--- config.mk ---
export PLATFORM = sky130hd
export DESIGN_NAME = gcr_top
export DESIGN_NICKNAME = d
export VERILOG_FILES = /design/src/rtl/gcr_pkg.sv /design/src/rtl/gcr_decode.sv /design/src/rtl/gcr_ctrl_bank.sv /design/src/rtl/gcr_gpio_port.sv /design/src/rtl/gcr_top.sv
export SDC_FILE = /design/constraint.sdc
export NUM_CORES = 1
export LEC_CHECK = 0
export BUFFER_PORTS_ARGS = -buffer_cell sky130_fd_sc_hd__buf_4
export CORE_MARGIN = 3
export CORE_UTILIZATION = 40
export DETAILED_ROUTE_END_ITERATION = 7
export HOLD_SLACK_MARGIN = 0.08
export PLACE_DENSITY_LB_ADDON = 0.05
export SLEW_MARGIN = 20
export SYNTH_ARGS = -nofsm -noshare
export SYNTH_HDL_FRONTEND = slang
export SYNTH_SLANG_ARGS = --single-unit
export TNS_END_PERCENT = 10
--- constraint.sdc ---
create_clock -name clk -period 1.2 [get_ports clk]
set_clock_uncertainty 0.05 [all_clocks]
set_input_delay 0.24 -clock clk [delete_from_list [all_inputs] [get_ports clk]]
set_output_delay 0.24 -clock clk [all_outputs]
set_load 0.05 [all_outputs]
--- src/rtl/gcr_pkg.sv ---
package gcr_pkg;
  localparam int DATA_W = 16;
  localparam int BANK_REGS = 8;
  localparam int LAST_WORD = 10;
  localparam logic [15:0] STAT_RESET = 16'h0002;
  localparam int PWR_TRIGGER_BIT = 7;
  localparam logic [15:0] PWR_FORCE_MASK = 16'h8040;

  // word index order is fixed by the register offsets
  typedef enum logic [3:0] {
    RG_MODE    = 4'd0,
    RG_DETECT  = 4'd1,
    RG_STAT    = 4'd2,
    RG_PWR     = 4'd3,
    RG_CARDCTL = 4'd4,
    RG_IRQREQ  = 4'd5,
    RG_IRQMSK  = 4'd6,
    RG_IRQSTS  = 4'd7,
    RG_DIR     = 4'd8,
    RG_LVL     = 4'd9,
    RG_NONE    = 4'd15
  } reg_id_e;
endpackage

--- src/rtl/gcr_decode.sv ---
module gcr_decode
  import gcr_pkg::*;
#(
  parameter int AW = 12
) (
  input  logic [AW-1:0] addr,
  output reg_id_e       id
);
  localparam int IW = AW - 2;

  logic [IW-1:0] widx;
  assign widx = addr[AW-1:2];

  always_comb begin
    id = RG_NONE;
    if (addr[1:0] == 2'b00) begin
      if (widx < IW'(BANK_REGS + 1))
        id = reg_id_e'(widx[3:0]);
      else if (widx <= IW'(LAST_WORD))
        id = RG_LVL;
    end
  end
endmodule

--- src/rtl/gcr_ctrl_bank.sv ---
module gcr_ctrl_bank
  import gcr_pkg::*;
#(
  parameter int DW = 16
) (
  input  logic          clk,
  input  logic          rst_n,
  input  logic          we,
  input  reg_id_e       id,
  input  logic [DW-1:0] wdata,
  output logic [DW-1:0] rd_val
);
  logic [DW-1:0] store [BANK_REGS];

  for (genvar g = 0; g < BANK_REGS; g++) begin : g_reg
    if (g == int'(RG_STAT)) begin : g_ro
      assign store[g] = DW'(STAT_RESET);
    end else begin : g_rw
      logic          hit;
      logic [DW-1:0] nxt;
      logic [DW-1:0] q;
      assign hit = we && (id == reg_id_e'(g));
      if (g == int'(RG_PWR)) begin : g_pwr
        assign nxt = wdata[PWR_TRIGGER_BIT] ? (wdata | DW'(PWR_FORCE_MASK)) : wdata;
      end else begin : g_plain
        assign nxt = wdata;
      end
      always_ff @(posedge clk or negedge rst_n) begin
        if (!rst_n)   q <= '0;
        else if (hit) q <= nxt;
      end
      assign store[g] = q;
    end
  end

  always_comb begin
    rd_val = '0;
    if (id < RG_DIR) rd_val = store[id[2:0]];
  end

  // bit 7 written forces bits 15 and 6
  a_r4_power_force: assert property (@(posedge clk) disable iff (!rst_n)
    (we && id == RG_PWR && wdata[PWR_TRIGGER_BIT]) |=>
      ((store[int'(RG_PWR)] & DW'(PWR_FORCE_MASK)) == DW'(PWR_FORCE_MASK)));
endmodule

--- src/rtl/gcr_gpio_port.sv ---
module gcr_gpio_port #(
  parameter int N = 16
) (
  input  logic         clk,
  input  logic         rst_n,
  input  logic         we_dir,
  input  logic         we_lvl,
  input  logic [N-1:0] wdata,
  input  logic [N-1:0] in_evt,
  input  logic [N-1:0] in_val,
  output logic [N-1:0] dir_q,
  output logic [N-1:0] lvl_q,
  output logic [N-1:0] gpio_out,
  output logic [N-1:0] gpio_chg
);
  logic [N-1:0] dir_nx, lvl_nx, eff_nx;
  logic         eval;

  assign eval   = we_dir || we_lvl;
  assign dir_nx = we_dir ? wdata : dir_q;

  // bus level write wins over same-cycle input events
  for (genvar g = 0; g < N; g++) begin : g_line
    assign lvl_nx[g] = we_lvl    ? (wdata[g] & dir_q[g]) :
                       in_evt[g] ? in_val[g] : lvl_q[g];
  end

  assign eff_nx = lvl_nx & dir_nx;

  always_ff @(posedge clk or negedge rst_n) begin
    if (!rst_n) begin
      dir_q    <= '0;
      lvl_q    <= '0;
      gpio_out <= '0;
      gpio_chg <= '0;
    end else begin
      dir_q <= dir_nx;
      lvl_q <= lvl_nx;
      if (eval) begin
        gpio_out <= eff_nx;
        gpio_chg <= eff_nx ^ gpio_out;
      end else begin
        gpio_chg <= '0;
      end
    end
  end

  // driven value moves exactly on strobed lines
  a_r8_out_tracks_chg: assert property (@(posedge clk) disable iff (!rst_n)
    1'b1 |=> ((gpio_out ^ $past(gpio_out)) == gpio_chg));
  // nothing is driven on a line whose direction bit is clear
  a_r8_out_within_dir: assert property (@(posedge clk) disable iff (!rst_n)
    (gpio_out & ~dir_q) == '0);
  // level written by the bus is masked by direction
  a_r7_level_masked: assert property (@(posedge clk) disable iff (!rst_n)
    we_lvl |=> ((lvl_q & ~$past(dir_q)) == '0));
  // no strobe without a direction or level write
  a_r9_no_spurious_chg: assert property (@(posedge clk) disable iff (!rst_n)
    !eval |=> (gpio_chg == '0));
endmodule

--- src/rtl/gcr_top.sv ---
module gcr_top
  import gcr_pkg::*;
#(
  parameter int DW    = DATA_W,
  parameter int AW    = 12,
  parameter int NGPIO = 16
) (
  input  logic             clk,
  input  logic             rst_n,
  input  logic             sel,
  input  logic             wr_en,
  input  logic [AW-1:0]    addr,
  input  logic [DW-1:0]    wdata,
  output logic [DW-1:0]    rdata,
  input  logic [NGPIO-1:0] gpio_in_evt,
  input  logic [NGPIO-1:0] gpio_in_val,
  output logic [NGPIO-1:0] gpio_out,
  output logic [NGPIO-1:0] gpio_chg
);
  reg_id_e          id;
  logic             bus_we, bus_rd;
  logic [DW-1:0]    bank_rd, rd_mux;
  logic [NGPIO-1:0] dir_q, lvl_q;

  assign bus_we = sel && wr_en;
  assign bus_rd = sel && !wr_en;

  gcr_decode #(.AW(AW)) u_dec (
    .addr (addr),
    .id   (id)
  );

  gcr_ctrl_bank #(.DW(DW)) u_bank (
    .clk    (clk),
    .rst_n  (rst_n),
    .we     (bus_we),
    .id     (id),
    .wdata  (wdata),
    .rd_val (bank_rd)
  );

  gcr_gpio_port #(.N(NGPIO)) u_gpio (
    .clk      (clk),
    .rst_n    (rst_n),
    .we_dir   (bus_we && id == RG_DIR),
    .we_lvl   (bus_we && id == RG_LVL),
    .wdata    (wdata[NGPIO-1:0]),
    .in_evt   (gpio_in_evt),
    .in_val   (gpio_in_val),
    .dir_q    (dir_q),
    .lvl_q    (lvl_q),
    .gpio_out (gpio_out),
    .gpio_chg (gpio_chg)
  );

  always_comb begin
    rd_mux = '0;
    case (id)
      RG_DIR:  rd_mux[NGPIO-1:0] = dir_q;
      RG_LVL:  rd_mux[NGPIO-1:0] = lvl_q;
      RG_NONE: rd_mux = '0;
      default: rd_mux = bank_rd;
    endcase
  end

  always_ff @(posedge clk or negedge rst_n) begin
    if (!rst_n)      rdata <= '0;
    else if (bus_rd) rdata <= rd_mux;
    else             rdata <= '0;
  end

  // no read request, no read data
  a_r2_idle_zero: assert property (@(posedge clk) disable iff (!rst_n)
    !bus_rd |=> (rdata == '0));
  // unmapped offsets read as zero
  a_r6_unmapped_zero: assert property (@(posedge clk) disable iff (!rst_n)
    (bus_rd && id == RG_NONE) |=> (rdata == '0));
  // status always reads its fixed value
  a_r5_status_fixed: assert property (@(posedge clk) disable iff (!rst_n)
    (bus_rd && id == RG_STAT) |=> (rdata == DW'(STAT_RESET)));
endmodule

==> impl_metrics.py <==
metrics = {
    "run_status": {
        "status": "complete, but fails checks",
        "violations": "negative setup slack",
    },
    "finish": {
        "layout_commonest_cell": "dfrtp_1",
        "final_cells": 1378,
        "multiInputGateArea_um2": 4650,
        "final_cell_mix": "180 x dfrtp_1, 164 x buf_4, 98 x nand2_1",
        "nFillCells": 1900,
        "final_cell_area_um2": 13100,
        "num_antenna_cells": 0,
        "finalNetCount": 1116,
        "drive_gt1_share_pct": 49.1,
        "seq_area_um2": 4820,
        "area_delta_synth_final_pct": 40.4,
    },
    "logic_synthesis": {
        "synthCells": 843,
        "syn-num-nets": 907,
        "synthDominantCellAreaShare_pct": 51.3,
        "avgSynthCellArea_um2": 11.1,
        "synth.ff_latch_count": 192,
        "synth_area_leaders": "dfrtp_1 51%, mux2_2 14%, nand2_1 4.1%, o21ai_0 4.0%, mux2_4 3.2%",
        "syn_area_um2": 9360,
        "yosysSeqAreaShare_pct": 51.3,
        "synth-warning-count": 0,
        "synth_largest_area_cell": "dfrtp_1",
        "netlist-cell-type-count": 51,
    },
    "timing": {
        "fmax_ghz": 0.525,
        "fin_crit_sh_pct": 159,
        "finalSetupViolCount": 240,
        "setup_slack_ns": -0.703,
        "relSlewSlack_pct": 67.1,
        "period_minus_slack_ns": 1.90,
        "rsz0062_at_grt": "true",
        "tightestPinTransition_ns": 0.494,
        "hold_violations": 0,
        "finalMaxSlewViolations": 0,
    },
    "global_routing": {
        "track_usage_pct": 23.4,
        "grt_pass1_vias": 8049,
        "grt_first_pass_wirelength_mm": 46.9,
        "grt_max_degree": 45,
        "grt_antenna_before_repair": 0,
        "grt.overflow.total": 0,
    },
    "clock_tree": {
        "htree_levels": 4,
        "numCtsBuffers": 17,
        "cts_tree": "built",
        "clk_latency_ns": 0.43,
        "clock_sinks": 192,
        "clockRootBuffer": "clkbuf_16",
        "clk_pin_slew_ns": 0.08,
        "clockBufferDepth": 2,
    },
    "floorplanning": {
        "coreArea_um2": 22800,
        "design.die.area_um2": 25300,
        "die_w_um": 159,
        "rows": 55,
        "die_y_um": 159,
        "io_pins": 112,
        "start_util_pct": 41.0,
    },
    "power_and_ir_drop": {
        "swShare_pct": 24.3,
        "pwr-share-clk_pct": 43.9,
        "internal_power_mw": 10.5,
        "combPwrFrac_pct": 8.8,
        "p_leak_nw": 6.14,
        "switching_power_mw": 3.39,
        "powerDensity_nw_per_um2": 1060,
        "seqPwrFrac_pct": 47.2,
        "p_total_mw": 13.9,
        "ir_worst_vdd_mv": 0.749,
    },
    "route": {
        "drt_first_pass_iters": 5,
        "postRouteAntennaNets": 0,
        "drc": 0,
        "routed_wirelength_mm": 29.9,
        "route.vias.total": 7728,
        "wire_per_inst_um": 21.7,
        "drt_iter0_drc": 480,
        "via_per_inst": 5.61,
    },
    "place": {
        "io_buffers": 111,
        "post_dp_cell_area_um2": 11500,
        "pre_cts_slack_ns": -1.15,
        "gp_congestion": 0.868,
        "place_inst": 1331,
        "hpwl_mm": 20.5,
    },
    "flow_run": {
        "maxCapViolations": 0,
    },
    "setup_path": {
        "cp_max_fo": 16,
        "crit_arrival_ns": 2.17,
        "critPathCaptureType": "flip-flop",
        "worstPathRequired_ns": 1.46,
        "crit_type": "input port to flip-flop",
        "start_kind": "input port",
    },
    "min_path": {
        "hold_class": "input port to flip-flop",
    },
}
==> metal layers <==
layer | vias to the layer above | track usage (%) | part of all wire (%)
met5 | - | 0 | 0
met4 | 0 | 7.08 | 1.8
met3 | 36 | 3.75 | 5.8
met2 | 262 | 37.9 | 48
met1 | 3922 | 32.6 | 45
li1 | 3508 | - | -
==> state kept, by name, indices dropped and copies added, names as in the netlist <==
name and cells:
rdata 16, u_bank.g.g_rw.q 112, u_gpio.gpio_out 16, u_gpio.lvl_q 16, u_gpio.gpio_chg 16, u_gpio.dir_q 16
==> kinds of logic (layout without fill, tap and decap cells) <==
kind of cell	after synthesis	after routing	share of synthesized area (%)
multiplexers	141	141	17.7
AO/OA/AOI/OAI	221	221	16.0
flip-flops	192	192	51.3
buffers and inverters	91	313	4.22
XOR/XNOR	1	1	0.0935
AND/OR/NAND/NOR	197	197	10.6
==> worst paths after layout <==
path / slack, ns / start / endpoint / cells past startpoint
hold reg to reg: 0.45 / u_bank.g_reg[6].g_rw.q[1] / u_bank.g_reg[6].g_rw.q[1] / 1
setup / recovery: -0.70 / addr[10] / u_bank.g_reg[4].g_rw.q[13] / 7
min in group asynchronous: 0.25 / rst_n / u_gpio.gpio_out[4] / 2
hold / removal: 0.09 / wdata[13] / u_gpio.lvl_q[13] / 3
max in group asynchronous: 0.27 / rst_n / u_bank.g_reg[0].g_rw.q[4] / 3
setup reg to reg: -0.23 / u_bank.g_reg[6].g_rw.q[3] / rdata[3] / 4
==> Yosys cell counts (all sizes together) <==
| master | n |
|---|---|
| nor2b | 4 |
| inv | 19 |
| o211ai | 16 |
| dfrtp | 192 |
| nand2b | 3 |
| a32o | 1 |
| or4b | 1 |
| and2 | 2 |
| nand2 | 103 |
| a32oi | 1 |
| or2 | 2 |
| or3 | 6 |
| o21ai | 74 |
| mux2 | 140 |
| o221a | 15 |
| a21o | 14 |
| nand3 | 35 |
| nor2 | 18 |
| a22oi | 1 |
| buf | 19 |
| a211oi | 24 |
| o22ai | 1 |
| nand4 | 2 |
| a21oi | 34 |
| a221oi | 31 |
| nor3b | 2 |
| nor4 | 7 |
| and4 | 4 |
| o2111ai | 1 |
| nor3 | 3 |
| or4 | 2 |
| xor2 | 1 |
| o221ai | 7 |
| nor4b | 1 |
| nand3b | 1 |
| nand4b | 1 |
| clkbuf | 53 |
| a311oi | 1 |
| mux2i | 1 |
==> stage by stage <==
stage | hold WS [ns] | utilization [%] | TNS [ns]
6_report | 0.0944 | 57.5 | -104.54
2_1_floorplan | -0.106 | - | -171.27
3_5_place_dp | 0.139 | 50.5 | -199.02
3_3_place_gp | 0.144 | 50.5 | -197.72
4_1_cts | 0.0811 | 56.3 | -102.36
5_1_grt | 0.0912 | 57.5 | -115.18
==> what timing repair did <==
action	in CTS	in global routing
buffers inserted	9	2
gates resized for setup	163	78
gates cloned	5	0
setup endpoints to repair	240	240
endpoints found under the hold margin	192	0
pin swaps	16	10
hold buffers	1	0
==> power groups by stage <==
stage,logic (mW),clock network (mW),registers [mW]
floorplan,0.393,0,6.69
global placement,1.11,0,6.71
detailed placement,1.13,0,6.71
CTS,1.18,6.21,6.58
global route,1.33,6.51,6.59
finish,1.23,6.12,6.58
==> area by class of cell <==
type	count	share of cell area [%]
inverter	19	0.543
sequential	192	36.7
tap	313	2.98
clock inverter	12	1.28
clock buffer	20	3.47
timing repair buffer	262	19.6
multi-input combinational	560	35.4
==> worst max-delay path, stage by stage <==
cell	delay, ns
buf_6	0.09
or4_4	0.59
nor3_4	0.26
nand3_4	0.13
or3_4	0.37
buf_12	0.17
mux2_4	0.31
Note: power is estimated with default switching activity, not from simulation.
